==> src/rtl/spi_reg_cmd_pkg.sv <==
package spi_reg_cmd_pkg;

  localparam int BYTE_W = 8;
  localparam int CNT_W  = $clog2(BYTE_W);

  localparam logic [BYTE_W-1:0] OP_WRITE = 8'h01;
  localparam logic [BYTE_W-1:0] OP_READ  = 8'h05;
  localparam logic [BYTE_W-1:0] OP_REVID = 8'h9F;

  typedef enum logic [3:0] {
    ST_IDLE,
    ST_OPC,
    ST_WADDR,
    ST_WDATA,
    ST_RADDR,
    ST_RSTUFF,
    ST_VSTUFF,
    ST_RDATA,
    ST_SKIP
  } cmdState_t;

  // strobes from the frame controller to the datapath
  typedef struct packed {
    logic latchAddr;  // capture the byte just completed as the address
    logic wrStb;      // launch a register write with the byte just completed
    logic rdStb;      // launch a register read
    logic clrHold;    // return value becomes zero
    logic loadRev;    // return value becomes the revision code
    logic armTx;      // load the return value at the next falling SCLK
  } ctrlStb_t;

endpackage

==> src/rtl/spi_reg_sync.sv <==
module spi_reg_sync #(
  parameter int              W       = 1,
  parameter int              STAGES  = 2,
  parameter logic [W-1:0]    RST_VAL = '0
) (
  input  logic         clk,
  input  logic         rstN,
  input  logic [W-1:0] din,
  output logic [W-1:0] dout
);

  localparam int TOT_W = W * STAGES;

  logic [TOT_W-1:0] pipe;

  always_ff @(posedge clk or negedge rstN) begin
    if (!rstN) pipe <= {STAGES{RST_VAL}};
    else       pipe <= {pipe[TOT_W-W-1:0], din};
  end

  assign dout = pipe[TOT_W-1 -: W];

endmodule

==> src/rtl/spi_reg_datapath.sv <==
module spi_reg_datapath
  import spi_reg_cmd_pkg::*;
#(
  parameter logic [BYTE_W-1:0] REV_ID      = 8'h3C,
  parameter logic [BYTE_W-1:0] MAX_ADDR    = 8'h19,
  parameter int                SYNC_STAGES = 2
) (
  input  logic              clk,
  input  logic              rstN,
  input  logic              csNIn,
  input  logic              sclkIn,
  input  logic              mosiIn,
  input  ctrlStb_t          strb,
  input  logic [BYTE_W-1:0] regRdData,
  output logic              csIdle,
  output logic              byteDone,
  output logic [BYTE_W-1:0] rxByte,
  output logic              miso,
  output logic              regWrEn,
  output logic              regRdEn,
  output logic [BYTE_W-1:0] regAddr,
  output logic [BYTE_W-1:0] regWrData
);

  logic [2:0]        syncOut;
  logic              csS, sclkS, mosiS, sclkQ;
  logic              sclkRise, sclkFall;
  logic [CNT_W-1:0]  bitCnt;
  logic [BYTE_W-1:0] rxSh;
  logic [BYTE_W-1:0] holdReg;
  logic [BYTE_W-1:0] txSh;
  logic              txArmed;
  logic              rdPend;

  spi_reg_sync #(
    .W      (3),
    .STAGES (SYNC_STAGES),
    .RST_VAL(3'b100)
  ) u_sync (
    .clk (clk),
    .rstN(rstN),
    .din ({csNIn, sclkIn, mosiIn}),
    .dout(syncOut)
  );

  assign csS   = syncOut[2];
  assign sclkS = syncOut[1];
  assign mosiS = syncOut[0];

  always_ff @(posedge clk or negedge rstN) begin
    if (!rstN) sclkQ <= 1'b0;
    else       sclkQ <= sclkS;
  end

  assign sclkRise = sclkS & ~sclkQ & ~csS;
  assign sclkFall = ~sclkS & sclkQ & ~csS;
  assign csIdle   = csS;

  // receive side
  assign rxByte   = {rxSh[BYTE_W-2:0], mosiS};
  assign byteDone = sclkRise && (bitCnt == CNT_W'(BYTE_W - 1));

  always_ff @(posedge clk or negedge rstN) begin
    if (!rstN) begin
      bitCnt <= '0;
      rxSh   <= '0;
    end else if (csS) begin
      bitCnt <= '0;
    end else if (sclkRise) begin
      bitCnt <= bitCnt + 1'b1;
      rxSh   <= rxByte;
    end
  end

  // register side
  always_ff @(posedge clk or negedge rstN) begin
    if (!rstN) begin
      regAddr   <= '0;
      regWrData <= '0;
      regWrEn   <= 1'b0;
      regRdEn   <= 1'b0;
      rdPend    <= 1'b0;
    end else begin
      regWrEn <= strb.wrStb;
      regRdEn <= strb.rdStb;
      rdPend  <= regRdEn;
      if (strb.latchAddr) regAddr   <= rxByte;
      if (strb.wrStb)     regWrData <= rxByte;
    end
  end

  always_ff @(posedge clk or negedge rstN) begin
    if (!rstN)              holdReg <= '0;
    else if (strb.clrHold)  holdReg <= '0;
    else if (strb.loadRev)  holdReg <= REV_ID;
    else if (rdPend)        holdReg <= regRdData;
  end

  // transmit side: new bit only after a falling SCLK
  always_ff @(posedge clk or negedge rstN) begin
    if (!rstN) begin
      txSh    <= '0;
      txArmed <= 1'b0;
    end else if (csS) begin
      txSh    <= '0;
      txArmed <= 1'b0;
    end else begin
      if (strb.armTx)   txArmed <= 1'b1;
      else if (sclkFall) txArmed <= 1'b0;
      if (sclkFall) txSh <= txArmed ? holdReg : {txSh[BYTE_W-2:0], 1'b0};
    end
  end

  assign miso = txSh[BYTE_W-1];

  p_wr_pulse_r1: assert property (@(posedge clk) disable iff (!rstN)
    regWrEn |=> !regWrEn);

  p_rd_pulse_r2: assert property (@(posedge clk) disable iff (!rstN)
    regRdEn |=> !regRdEn);

  p_one_strobe_r1: assert property (@(posedge clk) disable iff (!rstN)
    !(regWrEn && regRdEn));

  p_addr_range_r5: assert property (@(posedge clk) disable iff (!rstN)
    (regWrEn || regRdEn) |-> (regAddr <= MAX_ADDR));

  p_wr_in_frame_r8: assert property (@(posedge clk) disable iff (!rstN)
    regWrEn |-> !$past(csS));

  p_miso_on_fall_r4: assert property (@(posedge clk) disable iff (!rstN)
    (!sclkFall && !csS) |=> $stable(miso));

  p_miso_quiet_r7: assert property (@(posedge clk) disable iff (!rstN)
    csS |=> !miso);

endmodule

==> src/rtl/spi_reg_ctrl.sv <==
module spi_reg_ctrl
  import spi_reg_cmd_pkg::*;
#(
  parameter logic [BYTE_W-1:0] MAX_ADDR = 8'h19
) (
  input  logic              clk,
  input  logic              rstN,
  input  logic              csIdle,
  input  logic              byteDone,
  input  logic [BYTE_W-1:0] rxByte,
  output ctrlStb_t          strb
);

  cmdState_t state, nextState;
  logic      addrOk;
  logic      rxInRange;

  assign rxInRange = (rxByte <= MAX_ADDR);

  always_comb begin
    nextState = state;
    strb      = '0;
    if (csIdle) begin
      nextState = ST_IDLE;
    end else begin
      case (state)
        ST_IDLE: nextState = ST_OPC;
        ST_OPC: begin
          if (byteDone) begin
            case (rxByte)
              OP_WRITE: nextState = ST_WADDR;
              OP_READ:  nextState = ST_RADDR;
              OP_REVID: begin
                nextState    = ST_VSTUFF;
                strb.loadRev = 1'b1;
              end
              default:  nextState = ST_SKIP;
            endcase
          end
        end
        ST_WADDR: begin
          if (byteDone) begin
            strb.latchAddr = 1'b1;
            nextState      = ST_WDATA;
          end
        end
        ST_WDATA: begin
          if (byteDone) begin
            strb.wrStb = addrOk;
            nextState  = ST_SKIP;
          end
        end
        ST_RADDR: begin
          if (byteDone) begin
            strb.latchAddr = 1'b1;
            strb.rdStb     = rxInRange;
            strb.clrHold   = !rxInRange;
            nextState      = ST_RSTUFF;
          end
        end
        ST_RSTUFF, ST_VSTUFF: begin
          if (byteDone) begin
            strb.armTx = 1'b1;
            nextState  = ST_RDATA;
          end
        end
        ST_RDATA: begin
          if (byteDone) nextState = ST_SKIP;
        end
        default: nextState = ST_SKIP;
      endcase
    end
  end

  always_ff @(posedge clk or negedge rstN) begin
    if (!rstN) begin
      state  <= ST_IDLE;
      addrOk <= 1'b0;
    end else begin
      state <= nextState;
      if (strb.latchAddr) addrOk <= rxInRange;
    end
  end

  p_idle_on_cs_r9: assert property (@(posedge clk) disable iff (!rstN)
    csIdle |=> (state == ST_IDLE));

  p_opcode_first_r9: assert property (@(posedge clk) disable iff (!rstN)
    (state == ST_IDLE) |=> (state == ST_IDLE || state == ST_OPC));

  p_skip_holds_r7: assert property (@(posedge clk) disable iff (!rstN)
    (state == ST_SKIP && !csIdle) |=> (state == ST_SKIP));

  p_skip_quiet_r6: assert property (@(posedge clk) disable iff (!rstN)
    (state == ST_SKIP) |-> !(strb.wrStb || strb.rdStb || strb.armTx));

endmodule

==> src/rtl/spi_reg_cmd_engine.sv <==
module spi_reg_cmd_engine
  import spi_reg_cmd_pkg::*;
#(
  parameter logic [7:0] REV_ID      = 8'h3C,
  parameter logic [7:0] MAX_ADDR    = 8'h19,
  parameter int         SYNC_STAGES = 2
) (
  input  logic       clk,
  input  logic       rstN,
  input  logic       csN,
  input  logic       sclk,
  input  logic       mosi,
  output logic       miso,
  output logic       regWrEn,
  output logic       regRdEn,
  output logic [7:0] regAddr,
  output logic [7:0] regWrData,
  input  logic [7:0] regRdData
);

  ctrlStb_t          strb;
  logic              csIdle;
  logic              byteDone;
  logic [BYTE_W-1:0] rxByte;

  spi_reg_datapath #(
    .REV_ID     (REV_ID),
    .MAX_ADDR   (MAX_ADDR),
    .SYNC_STAGES(SYNC_STAGES)
  ) u_dp (
    .clk      (clk),
    .rstN     (rstN),
    .csNIn    (csN),
    .sclkIn   (sclk),
    .mosiIn   (mosi),
    .strb     (strb),
    .regRdData(regRdData),
    .csIdle   (csIdle),
    .byteDone (byteDone),
    .rxByte   (rxByte),
    .miso     (miso),
    .regWrEn  (regWrEn),
    .regRdEn  (regRdEn),
    .regAddr  (regAddr),
    .regWrData(regWrData)
  );

  spi_reg_ctrl #(
    .MAX_ADDR(MAX_ADDR)
  ) u_ctrl (
    .clk     (clk),
    .rstN    (rstN),
    .csIdle  (csIdle),
    .byteDone(byteDone),
    .rxByte  (rxByte),
    .strb    (strb)
  );

endmodule

==> config.mk <==
export PLATFORM = sky130hd
export DESIGN_NAME = spi_reg_cmd_engine
export DESIGN_NICKNAME = d
export VERILOG_FILES = /design/src/rtl/spi_reg_cmd_pkg.sv /design/src/rtl/spi_reg_sync.sv /design/src/rtl/spi_reg_datapath.sv /design/src/rtl/spi_reg_ctrl.sv /design/src/rtl/spi_reg_cmd_engine.sv
export SDC_FILE = /design/constraint.sdc
export NUM_CORES = 1
export LEC_CHECK = 0
export BUFFER_PORTS_ARGS = -buffer_cell sky130_fd_sc_hd__buf_2
export CAP_MARGIN = 20
export CORE_MARGIN = 3
export CORE_UTILIZATION = 61
export DETAILED_ROUTE_END_ITERATION = 10
export HOLD_SLACK_MARGIN = 0.05
export PLACE_DENSITY = 0.83
export SYNTH_ARGS = -nofsm -noshare
export SYNTH_HDL_FRONTEND = slang
export SYNTH_HIERARCHICAL = 1
export SYNTH_SLANG_ARGS = --single-unit
export TNS_END_PERCENT = 100
==> constraint.sdc <==
create_clock -name clk -period 4.1 [get_ports clk]
set_input_delay 0.615 -clock clk [delete_from_list [all_inputs] [get_ports clk]]
set_output_delay 0.615 -clock clk [all_outputs]
set_load 0.02 [all_outputs]
== After elaboration in Yosys (flattened, before gate mapping) ==
Cells that the tools add are included.
Word-level totals
  flip-flop bits (word level): 58
  bits in latches: 0
  RAM bits: 0
  memory bits (read-only): 0
  input port bits: 13
  output and inout bits: 19
  memories: 0
Cells by class
  add/sub/neg operators: 1
  $mul: 0
  divide/modulo/power cells: 0
  order comparisons: 1
  eq/ne operators: 16
  shift-type cells: 0
  muxes and demuxes: 30
  bitwise gates (word level): 7
  reductions and logical operators: 12
Operators with widths (count)
  8-bit two-way mux: 6
  4-bit two-way mux: 6
  4-bit case mux with 6 select lines: 1
  4-bit by 3-bit equality test with 1-bit output (second input constant): 4
  3-bit != test (second input constant): 4
  4-bit case mux with 3 select lines: 1
  1-bit two-way mux: 11
  4-bit by 2-bit equality test with 1-bit output (second input constant): 2
  8-bit by 1-bit equality test with 1-bit output (second input constant): 1
  8-bit by 3-bit equality test with 1-bit output (second input constant): 1
  8-bit equality test (second input constant): 1
  8-bit by 5-bit less-or-equal comparator with 1-bit output (second input constant): 1
  3-bit two-way mux: 2
  6-bit two-way mux: 1
  3-bit nonzero test: 2
  2-bit OR reduction: 3
  5-bit AND reduction: 1
  1-bit AND: 4
  4-bit by 1-bit equality test with 1-bit output (second input constant): 1
  4-bit logical NOT: 1
  2-bit two-way mux: 2
  2-bit nonzero test: 2
  3-bit by 1-bit adder with 3-bit output (second input constant): 1
  3-bit equality test (second input constant): 1
  other kinds (5): 7

== Logic depth before layout (Yosys ltp) ==
Gate-level depths: netlist of run 1.
  word-level depth: 9
  mapped depth: 11
  gate-level depth less buffers: 7

== Modules after synthesis ==
Netlist of run 1, hierarchy kept.
Modules (own cells, without submodules)
  spi_reg_datapath: times used 1, cells an instance 130, area an instance 1915.6 um2, sequential area each 1176.1 um2
  spi_reg_ctrl: times used 1, cells an instance 55, area an instance 462.9 um2, sequential area each 125.1 um2
  spi_reg_sync: times used 1, cells an instance 9, area an instance 175.2 um2, sequential area each 152.6 um2

== Worst setup path before layout of run 1 ==
OpenSTA, ideal clock, no wires.
  kind: reg2reg
  start: register u_dp.u_sync.pipe[5]
  end: register u_dp.regWrData[0]
  library setup time: 125 ps
  arrival: 2045 ps
  required time: 3975 ps
  setup slack: 1930 ps
  stages on the path, launching flop included: 10
  cell sequence: dfstp_2 buf_4 buf_2 nor2_8 and2_2 buf_2 nand2_1 nor4_1 buf_2 mux2_2
RTL lines
  start, declared: line spi_reg_sync.sv:14  | logic [TOT_W-1:0] pipe;
  start signal, assigned: line spi_reg_sync.sv:17  | if (!rstN) pipe <= {STAGES{RST_VAL}};
  start signal, assigned: line spi_reg_sync.sv:18  | else pipe <= {pipe[TOT_W-W-1:0], din};
  end signal, assigned: line spi_reg_datapath.sv:88  | if (strb.wrStb) regWrData <= rxByte;
  end, declared: line spi_reg_datapath.sv:22  | output logic [BYTE_W-1:0] regWrData

==> summary.txt, run 1 <==
Initial core utilization - 66.27%
Hold WC Path Type - reg -> reg
Slew Limit Fails - 0
Maxcap violations - 0
Cts hold-fix bufs - 0
Area share of the largest cell type after synthesis - 54.88%
Wire length of the first global-routing pass - 8.666 mm
Endpoint, Worst Hold - u_dp/u_sync/pipe[3]$_DFF_PN0_
Status - complete, no violations
Most frequent cells in the layout - dfrtp_1 (56), buf_2 (31), mux2_2 (17), mux2i_1 (14)
Met2 Wirelength - 2.575 mm
Row count - 22
Largest net degree at the start of global routing - 59
Gr ovfl total - 0
Reg clk slew, reported paths - 70 ps
Synth-to-Final Area Change - 14.01%
Synthesized area per cell - 13.16 sq um
Flop2flop setup slack - 1500 ps
Cell Area, Synth - 2554 sq um
Setup bufs post-CTS - 0
Worst EP required - 4320 ps
Sw Share - 25.49%
Sum Neg Setup Slack - 0 ps
Number of synthesized flops with an enable pin - 0
Top FF cell, synth - dfrtp_1
Post-Synthesis Cells - 194
Min Tclk post-route - 2599 ps
RSZ-0062 raised after global routing - false
WL met3 - 309 um
Sequential area share after synthesis - 56.93%
Finish-stage setup viols - 0
Hold wc startpoint - u_dp/u_sync/pipe[0]$_DFF_PN0_
Critical Path Source Type - flip-flop
Total vias in the final route - 1652
Synth Register Bits - 58
Overall routed net length - 5.183 mm
H-tree Lvls - 3
Combinational power share - 9.6%
Switch Pwr - 354.5 uW
Number of global-route vias before repair - 1748
Final period util - 63.40%
Clock power frac - 41.4%
TritonCTS buffer count - 9
Post-route ant nets - 0
1st-iter DRT viols - 136
Core Area - 3854 sq um
Setup WS post-layout - 1501 ps
Worst Path Max Fanout - 11
Fin nets - 238
Max Buffers Root-to-Sink - 2
Initial antenna violation count - 0
Die ar. - 4998 sq um
Die height - 70.70 um
Worst Path Arrival - 2820 ps
Cell leakage power - 1.425 nW
End of the worst register-to-register path - u_dp/regWrData[6]$_DFFE_PN0P_
CTS root buf - clkbuf_8
CTS tree - built
Global Route Usage Sum - 22.95%
Top cells by area, synth - dfrtp_1 (55%), mux2_2 (7.5%), mux2i_1 (5.5%)
Worst Skew - 12.08 ps
Chip width - 70.70 um
Hold depth - 0
DR vias/cell - 5.986
Power Density - 477.7 nW/um^2
Post-DP HPWL - 3.413 mm
Most common cell after layout, fill and taps aside - dfrtp_1
Port bufs - 31
Place WS - 1526 ps
Crit path kind - reg -> reg
Synth Warn # - 6
Worst slew pin tran - 1014 ps
Post-synth ARST share - 100.0%
Max Used Layer - met4
Cts repair resizes - 0
Critical R2R Launch - u_dp/sclkQ$_DFF_PN0_
Share of post-route cells with drive strength above 1 - 35.96%
Maximum achievable frequency - 0.3847 GHz
Int Pwr - 1.036 mW
N_diodes - 0
Sequential power share - 49.0%
R2r worst-path depth - 6
Cell variety after synth - 45
Crit end category - flip-flop
I/O Pins - 32
WL met1 - 2.174 mm
Fin. Hold Viols - 0
Leading area contributor after synthesis - dfrtp_1
Placer Congestion - 0.8637
Peak supply drop - 0.0003329 V
Clock Latency Late Sink - 340 ps
Clk sink count - 58
WL/cell - 18.78 um
Residual DRC count - 0
Syn_nets - 209
Max-slew headroom - 31.82%
First-pass iteration count of the detailed router - 4
Utilization after layout - 75.55%
-- final cells by class --
type / instances / area, sq um
Timing Repair Buffer: 33 / 170.2
Multi-Input combinational cell: 117 / 993.5
Sequential cell: 58 / 1454
Inverter: 4 / 15.01
Clock buffer: 11 / 141.4
Clock inverter: 5 / 77.57
Fill cell: 237 / 942.2
Tap cell: 48 / 60.06
-- worst max-delay path: stages (launching register included) --
cell and delay, ps:
dfrtp_1 400, nand2b_4 190, nor2_8 200, and2_2 300, nand2_1 110, nor4_2 850
mux2_2 430
-- registers in the layout, summed over array words and instances (netlist names) --
register	count
u_dp/u_sync/pipe	6
u_dp/regWrData	8
u_ctrl/state	4
u_dp/holdReg	8
u_dp/regAddr	8
u_dp/sclkQ	1
u_dp/rdPend	1
u_ctrl/addrOk	1
u_dp/regWrEn	1
u_dp/rxSh	7
u_dp/regRdEn	1
u_dp/txSh	8
u_dp/txArmed	1
u_dp/bitCnt	3
-- power groups by stage --
stage          registers [mW]  clock network [mW]  logic (mW)
3_5_place_dp            0.689                   0       0.131
3_3_place_gp            0.681                   0       0.121
4_1_cts                 0.679               0.583       0.134
5_1_grt                 0.687               0.614       0.143
2_1_floorplan           0.657                   0       0.104
6_report                0.681               0.576       0.134
-- Yosys cell counts (2+ instances only) --
master	instances
a211oi_1	6
nor3_1	6
xnor2_1	2
nand4_1	2
nor3b_1	2
mux2i_1	14
nand2_1	6
nor2b_1	5
mux2_4	7
nor4_1	4
a21oi_1	3
buf_2	5
mux2_2	17
buf_6	2
buf_4	5
dfrtp_1	56
ha_1	2
nand3_1	3
nor2_1	10
dfstp_2	2
o2bb2ai_1	8
inv_1	4
-- worst max-delay path by stage --
stage,startpoint,end
after floorplan,u_dp/u_sync/pipe[5]$_DFF_PN1_,u_dp/regWrData[0]$_DFFE_PN0P_
after global placement,u_dp/sclkQ$_DFF_PN0_,u_dp/regWrData[0]$_DFFE_PN0P_
after detailed placement,u_dp/sclkQ$_DFF_PN0_,u_dp/regWrData[6]$_DFFE_PN0P_
after CTS,u_dp/sclkQ$_DFF_PN0_,u_dp/regWrData[6]$_DFFE_PN0P_
after global routing,u_dp/sclkQ$_DFF_PN0_,u_dp/regWrData[6]$_DFFE_PN0P_
final,u_dp/sclkQ$_DFF_PN0_,u_dp/regWrData[6]$_DFFE_PN0P_
-- metrics by stage --
stage	total power [mW]	hold slack, ps	std cells	cell area (sq um)
after global placement	0.8017	332.2	260	2693
after floorplan	0.7616	319.4	194	2554
after detailed placement	0.8197	342.4	260	2693
after global routing	1.444	361.6	276	2912
final	1.391	357.3	276	2912
after CTS	1.395	357.2	276	2912
-- per-layer routing --
| metal | global-route usage (%) | vias to the layer above |
|---|---|---|
| li1 | - | 752 |
| met1 | 29.43 | 831 |
| met2 | 36.05 | 57 |
| met3 | 5.824 | 12 |
| met4 | 12.11 | 0 |
| met5 | 0 | - |
-- kinds of logic after synthesis --
| family | Yosys count | synth area share, % |
|---|---|---|
| fa+ha+maj | 2 | 0.9798 |
| buf+inv | 19 | 4.409 |
| xor+xnor | 3 | 1.029 |
| compound gates | 26 | 8.182 |
| simple gates | 48 | 11.37 |
| flops | 58 | 56.93 |
| mux | 38 | 17.10 |
No activity file was read; power rests on OpenSTA's default activity.
==> inputs of run 2 (changes only) <==
--- a/config.mk
+++ b/config.mk
@@ -8,10 +8,10 @@
 export BUFFER_PORTS_ARGS = -buffer_cell sky130_fd_sc_hd__buf_2
 export CAP_MARGIN = 20
 export CORE_MARGIN = 3
-export CORE_UTILIZATION = 61
+export CORE_UTILIZATION = 51
 export DETAILED_ROUTE_END_ITERATION = 10
 export HOLD_SLACK_MARGIN = 0.05
-export PLACE_DENSITY = 0.83
+export PLACE_DENSITY = 0.74
 export SYNTH_ARGS = -nofsm -noshare
 export SYNTH_HDL_FRONTEND = slang
 export SYNTH_HIERARCHICAL = 1
==> constraint.sdc (replaced) <==
create_clock -name clk -period 2.28 [get_ports clk]
set_input_delay 0.342 -clock clk [delete_from_list [all_inputs] [get_ports clk]]
set_output_delay 0.342 -clock clk [all_outputs]
set_load 0.02 [all_outputs]
==> summary.txt, run 2 (synthesis results as in run 1) <==
Status - complete, no violations (unchanged)
Wire length of the first global-routing pass - 7.507 mm (was 8.666 mm)
Number of global-route vias before repair - 1582 (was 1748)
Worst Skew - 12.30 ps (was 12.08 ps)
RSZ-0062 raised after global routing - false (unchanged)
Cell leakage power - 1.452 nW (was 1.425 nW)
Power Density - 804.9 nW/um^2 (was 477.7 nW/um^2)
Total power draw - 2.393 mW (was 1.391 mW)
Max-slew headroom - 65.61% (was 31.82%)
Fin. Hold Viols - 0 (unchanged)
Most common cell after layout, fill and taps aside - dfrtp_1 (unchanged)
Initial core utilization - 53.36% (was 66.27%)
Global Route Usage Sum - 16.40% (was 22.95%)
CP max-delay cell - dfrtp_1 (was nor4_2)
Placed Instances - 283 (was 260)
Post-DP HPWL - 3.024 mm (was 3.413 mm)
N_diodes - 0 (unchanged)
Post-route cell area - 2973 sq um (was 2912 sq um)
Worst Path Arrival - 2160 ps (was 2820 ps)
Clk sink count - 58 (unchanged)
First-pass iteration count of the detailed router - 4 (unchanged)
CP Cell Sequence - nand2b_4 > nor2_8 > and2_2 > nand2_1 > nor4_2 > buf_4 > mux2_2 (was nand2b_4 > nor2_8 > and2_2 > nand2_1 > nor4_2 > mux2_2)
H-tree Lvls - 3 (unchanged)
Most frequent cells in the layout - dfrtp_1 (56), buf_2 (31), mux2_2 (17), mux2i_1 (14), clkbuf_8 (12) (was dfrtp_1 (56), buf_2 (31), mux2_2 (17), mux2i_1 (14))
Worst slew pin tran - 511.1 ps (was 1014 ps)
TritonCTS buffer count - 9 (unchanged)
CTS root buf - clkbuf_8 (unchanged)
Reg clk slew, reported paths - 60 ps (was 70 ps)
Finish-stage setup viols - 0 (unchanged)
CP peak stage delay - 400 ps (was 850 ps)
Placer Congestion - 0.8047 (was 0.8637)
Worst Path Max Fanout - 11 (unchanged)
Place WS - 342.0 ps (was 1526 ps)
Synth-to-Final Area Change - 16.41% (was 14.01%)
Non-Filler Instances - 299 (was 276)
Fin nets - 243 (was 238)
Core Area - 4786 sq um (was 3854 sq um)
1st-iter DRT viols - 88 (was 136)
Share of post-route cells with drive strength above 1 - 36.64% (was 35.96%)
Critical Path Source Type - flip-flop (unchanged)
Setup WS post-layout - 336.6 ps (was 1501 ps)
I/O Pins - 32 (unchanged)
Fill cell count - 377 (was 237)
DR vias/cell - 5.375 (was 5.986)
Slew Limit Fails - 0 (unchanged)
Maximum achievable frequency - 0.5146 GHz (was 0.3847 GHz)
Die height - 76.76 um (was 70.70 um)
Utilization after layout - 62.12% (was 75.55%)
Port bufs - 31 (unchanged)
Gr ovfl total - 0 (unchanged)
WL/cell - 14.93 um (was 18.78 um)
Largest net degree at the start of global routing - 38 (was 59)
Die ar. - 5892 sq um (was 4998 sq um)
CTS tree - built (unchanged)
Peak supply drop - 0.0004499 V (was 0.0003329 V)
Crit end category - flip-flop (unchanged)
Sum Neg Setup Slack - 0 ps (unchanged)
Area after DPL - 2759 sq um (was 2693 sq um)
Crit path kind - reg -> reg (unchanged)
Worst EP required - 2490 ps (was 4320 ps)
Hold WC Path Type - in -> reg (was reg -> reg)
Chip width - 76.76 um (was 70.70 um)
Overall routed net length - 4.464 mm (was 5.183 mm)
Clock Latency Late Sink - 330 ps (was 340 ps)
Residual DRC count - 0 (unchanged)
Initial antenna violation count - 0 (unchanged)
Final period util - 85.24% (was 63.40%)
Max Buffers Root-to-Sink - 2 (unchanged)
Maxcap violations - 0 (unchanged)
Total vias in the final route - 1607 (was 1652)
Row count - 25 (was 22)
Min Tclk post-route - 1943 ps (was 2599 ps)
Post-route ant nets - 0 (unchanged)
Hold Slack - 109.9 ps (was 357.3 ps)
[run 2: critical path, delay by kind of cell (launching register included)]
| kind | cells | cell delay (ps) |
|---|---|---|
| buffers and inverters | 1 | 210 |
| multiplexers | 1 | 350 |
| flip-flops | 1 | 400 |
| AND/OR/NAND/NOR | 5 | 860 |
[run 2: power breakdown]
group | internal (mW) | total [mW] | switching (mW)
combinational | 0.131 | 0.226 | 0.0958
sequential | 1.10 | 1.21 | 0.110
clock | 0.587 | 0.960 | 0.373
[run 2: final timing paths]
kind / from / slack, ps / cells after the start / endpoint
worst max-delay path: u_dp/sclkQ$_DFF_PN0_ / 340 / 7 / u_dp/regWrData[1]$_DFFE_PN0P_
worst min-delay path: csN / 110 / 1 / u_dp/u_sync/pipe[2]$_DFF_PN1_
worst max register to register: u_dp/sclkQ$_DFF_PN0_ / 340 / 7 / u_dp/regWrData[1]$_DFFE_PN0P_
worst min register to register: u_dp/u_sync/pipe[0]$_DFF_PN0_ / 350 / 0 / u_dp/u_sync/pipe[3]$_DFF_PN0_
max in group asynchronous: rstN / 1200 / 3 / u_dp/regAddr[6]$_DFFE_PN0P_
min in group asynchronous: rstN / 530 / 2 / u_dp/sclkQ$_DFF_PN0_
[run 2: final cells by class]
cell class	count	area (sq um)	share of cell area [%]
Clock buffer	13	168.9	5.682
Clock inverter	2	35.03	1.178
Inverter	4	15.01	0.5051
Multi-Input combinational cell	117	993.5	33.42
Sequential cell	58	1454	48.91
Tap cell	67	83.83	2.820
Timing Repair Buffer	38	222.7	7.492
[run 2: metal layers]
| metal | wire [um] | global-route usage (%) | vias up | share of wire (%) |
|---|---|---|---|---|
| li1 | - | - | 757 | - |
| met1 | 2113 | 21.82 | 801 | 47 |
| met2 | 2057 | 24.04 | 41 | 46 |
| met3 | 218 | 5.047 | 8 | 4.9 |
| met4 | 74 | 8.696 | 0 | 1.7 |
| met5 | 0 | 0 | - | 0 |
[run 2: repair_timing]
item | 4_1_cts | 5_1_grt
hold endpoints to repair | 19 | 0
buffers inserted | 0 | 0
endpoints found under the setup margin | 0 | 0
hold buffers | 1 | 0
resized for setup | 0 | 0
==> inputs of run 3 (changes only) <==
--- a/config.mk
+++ b/config.mk
@@ -5,11 +5,11 @@
 export SDC_FILE = /design/constraint.sdc
 export NUM_CORES = 1
 export LEC_CHECK = 0
-export BUFFER_PORTS_ARGS = -buffer_cell sky130_fd_sc_hd__buf_2
 export CAP_MARGIN = 20
 export CORE_MARGIN = 3
-export CORE_UTILIZATION = 51
+export CORE_UTILIZATION = 56
 export DETAILED_ROUTE_END_ITERATION = 10
+export DONT_BUFFER_PORTS = 1
 export HOLD_SLACK_MARGIN = 0.05
 export PLACE_DENSITY = 0.74
 export SYNTH_ARGS = -nofsm -noshare
==> constraint.sdc (replaced) <==
create_clock -name clk -period 2.28 [get_ports clk]
set_input_delay 0 -clock clk [delete_from_list [all_inputs] [get_ports clk]]
set_output_delay 0 -clock clk [all_outputs]
set_load 0.02 [all_outputs]
==> summary.txt, run 3 (synthesis results as in run 1) <==
Place WS - 344.4 ps (was 342.0 ps)
Worst Skew - 6.529 ps (was 12.30 ps)
First-pass iteration count of the detailed router - 4 (unchanged)
Max Buffers Root-to-Sink - 2 (unchanged)
Crit end category - flip-flop (unchanged)
Post-route ant nets - 0 (unchanged)
Number of global-route vias before repair - 1720 (was 1582)
Total vias in the final route - 1572 (was 1607)
DR vias/cell - 6.000 (was 5.375)
Placer Congestion - 0.8172 (was 0.8047)
Final period util - 86.90% (was 85.24%)
Share of post-route cells with drive strength above 1 - 25.94% (was 36.64%)
Area after DPL - 2555 sq um (was 2759 sq um)
Die ar. - 5407 sq um (was 5892 sq um)
Reg clk slew, reported paths - 70 ps (was 60 ps)
Finish-stage setup viols - 0 (unchanged)
Global Route Usage Sum - 21.14% (was 16.40%)
Fin nets - 222 (was 243)
Worst Path Arrival - 2200 ps (was 2160 ps)
Critical Path Source Type - flip-flop (unchanged)
Status - complete, no violations (unchanged)
I/O Pins - 32 (unchanged)
Hold WC Path Type - in -> reg (unchanged)
Core Area - 4202 sq um (was 4786 sq um)
Hold Slack - 203.9 ps (was 109.9 ps)
Worst Path Max Fanout - 11 (unchanged)
Gr ovfl total - 0 (unchanged)
Port bufs - 0 (was 31)
Slew Limit Fails - 0 (unchanged)
Die height - 73.53 um (was 76.76 um)
CTS root buf - clkbuf_8 (unchanged)
Crit path kind - reg -> reg (unchanged)
Worst EP required - 2500 ps (was 2490 ps)
Fin. Hold Viols - 0 (unchanged)
Peak supply drop - 0.0005747 V (was 0.0004499 V)
Min Tclk post-route - 1981 ps (was 1943 ps)
Sum Neg Setup Slack - 0 ps (unchanged)
RSZ-0062 raised after global routing - false (unchanged)
Chip width - 73.53 um (was 76.76 um)
WL/cell - 18.52 um (was 14.93 um)
CTS tree - built (unchanged)
Maxcap violations - 0 (unchanged)
Synth-to-Final Area Change - 15.58% (was 16.41%)
Setup WS post-layout - 298.6 ps (was 336.6 ps)
Largest net degree at the start of global routing - 59 (was 38)
Post-route cell area - 2952 sq um (was 2973 sq um)
Row count - 23 (was 25)
Max-slew headroom - 61.38% (was 65.61%)
Post-DP HPWL - 3.201 mm (was 3.024 mm)
Clk sink count - 58 (unchanged)
TritonCTS buffer count - 9 (unchanged)
Initial antenna violation count - 0 (unchanged)
Cts repair resizes - 0 (unchanged)
Residual DRC count - 0 (unchanged)
Worst slew pin tran - 577.2 ps (was 511.1 ps)
H-tree Lvls - 3 (unchanged)
Wire length of the first global-routing pass - 8.438 mm (was 7.507 mm)
Cell leakage power - 1.361 nW (was 1.452 nW)
N_diodes - 0 (unchanged)
Maximum achievable frequency - 0.5047 GHz (was 0.5146 GHz)
Power Density - 887.3 nW/um^2 (was 804.9 nW/um^2)
Clock Latency Late Sink - 340 ps (was 330 ps)
Most frequent cells in the layout - dfrtp_1 (56), mux2_2 (17), mux2i_1 (14), dlygate4sd3_1 (12), nor2_1 (10) (was dfrtp_1 (56), buf_2 (31), mux2_2 (17), mux2i_1 (14), clkbuf_8 (12))
Initial core utilization - 60.78% (was 53.36%)
Overall routed net length - 4.852 mm (was 4.464 mm)
Most common cell after layout, fill and taps aside - dfrtp_1 (unchanged)
1st-iter DRT viols - 94 (was 88)
==> run 3: layout make-up <==
type | instances | area (sq um)
Tap cell | 50 | 62.56
Inverter | 4 | 15.01
Multi-Input combinational cell | 117 | 993.5
Sequential cell | 58 | 1454
Clock inverter | 7 | 125.1
Clock buffer | 9 | 123.9
Timing Repair Buffer | 17 | 177.7
Fill cell | 292 | 1250
==> run 3: timing repair <==
action	CTS	global route
buffers inserted	0	0
endpoints found under the hold margin	69	0
hold buffers	13	0
==> run 3: power breakdown <==
| group | switching [mW] | total, mW | internal [mW] |
|---|---|---|---|
| Sequential | 0.116 | 1.21 | 1.10 |
| Clock | 0.434 | 1.17 | 0.737 |
| Combinational | 0.0998 | 0.238 | 0.138 |
| Total | 0.649 | 2.62 | 1.97 |
==> run 3: path summary, 6_finish.rpt <==
path                                               startpoint                             to  slack [ps]  cells after the start
worst max-delay path                     u_dp/sclkQ$_DFF_PN0_  u_dp/regWrData[2]$_DFFE_PN0P_         300                      7
worst min-delay path                                      csN  u_dp/u_sync/pipe[2]$_DFF_PN1_         200                      1
worst max register to register           u_dp/sclkQ$_DFF_PN0_  u_dp/regWrData[2]$_DFFE_PN0P_         300                      7
worst min register to register  u_dp/u_sync/pipe[0]$_DFF_PN0_  u_dp/u_sync/pipe[3]$_DFF_PN0_         360                      0
max in group asynchronous                                rstN  u_dp/u_sync/pipe[2]$_DFF_PN1_        1790                      2
min in group asynchronous                                rstN    u_dp/holdReg[1]$_DFFE_PN0P_         220                      2
==> run 3: layer usage <==
metal | GRT usage (%) | wire length (um) | vias up
met5 | 0 | 0 | -
met4 | 7.847 | 81 | 0
met3 | 9.439 | 280 | 7
met2 | 32.19 | 2390 | 42
met1 | 26.58 | 2101 | 804
li1 | - | - | 719
==> run 3: critical path, cell delays in order, from the launching register on <==
cell,delay (ps)
dfrtp_1,420
nand2b_4,200
nor2_8,90
and2_2,250
nand2_1,100
nor4_2,230
buf_4,220
mux2_2,360
==> run 3: through the flow <==
stage	std cells	utilization, %	power [mW]
floorplan	194	-	1.370
global placement	233	60.81	1.408
detailed placement	233	60.81	1.425
CTS	262	70.25	2.646
global route	262	70.25	2.735
finish	262	70.25	2.619
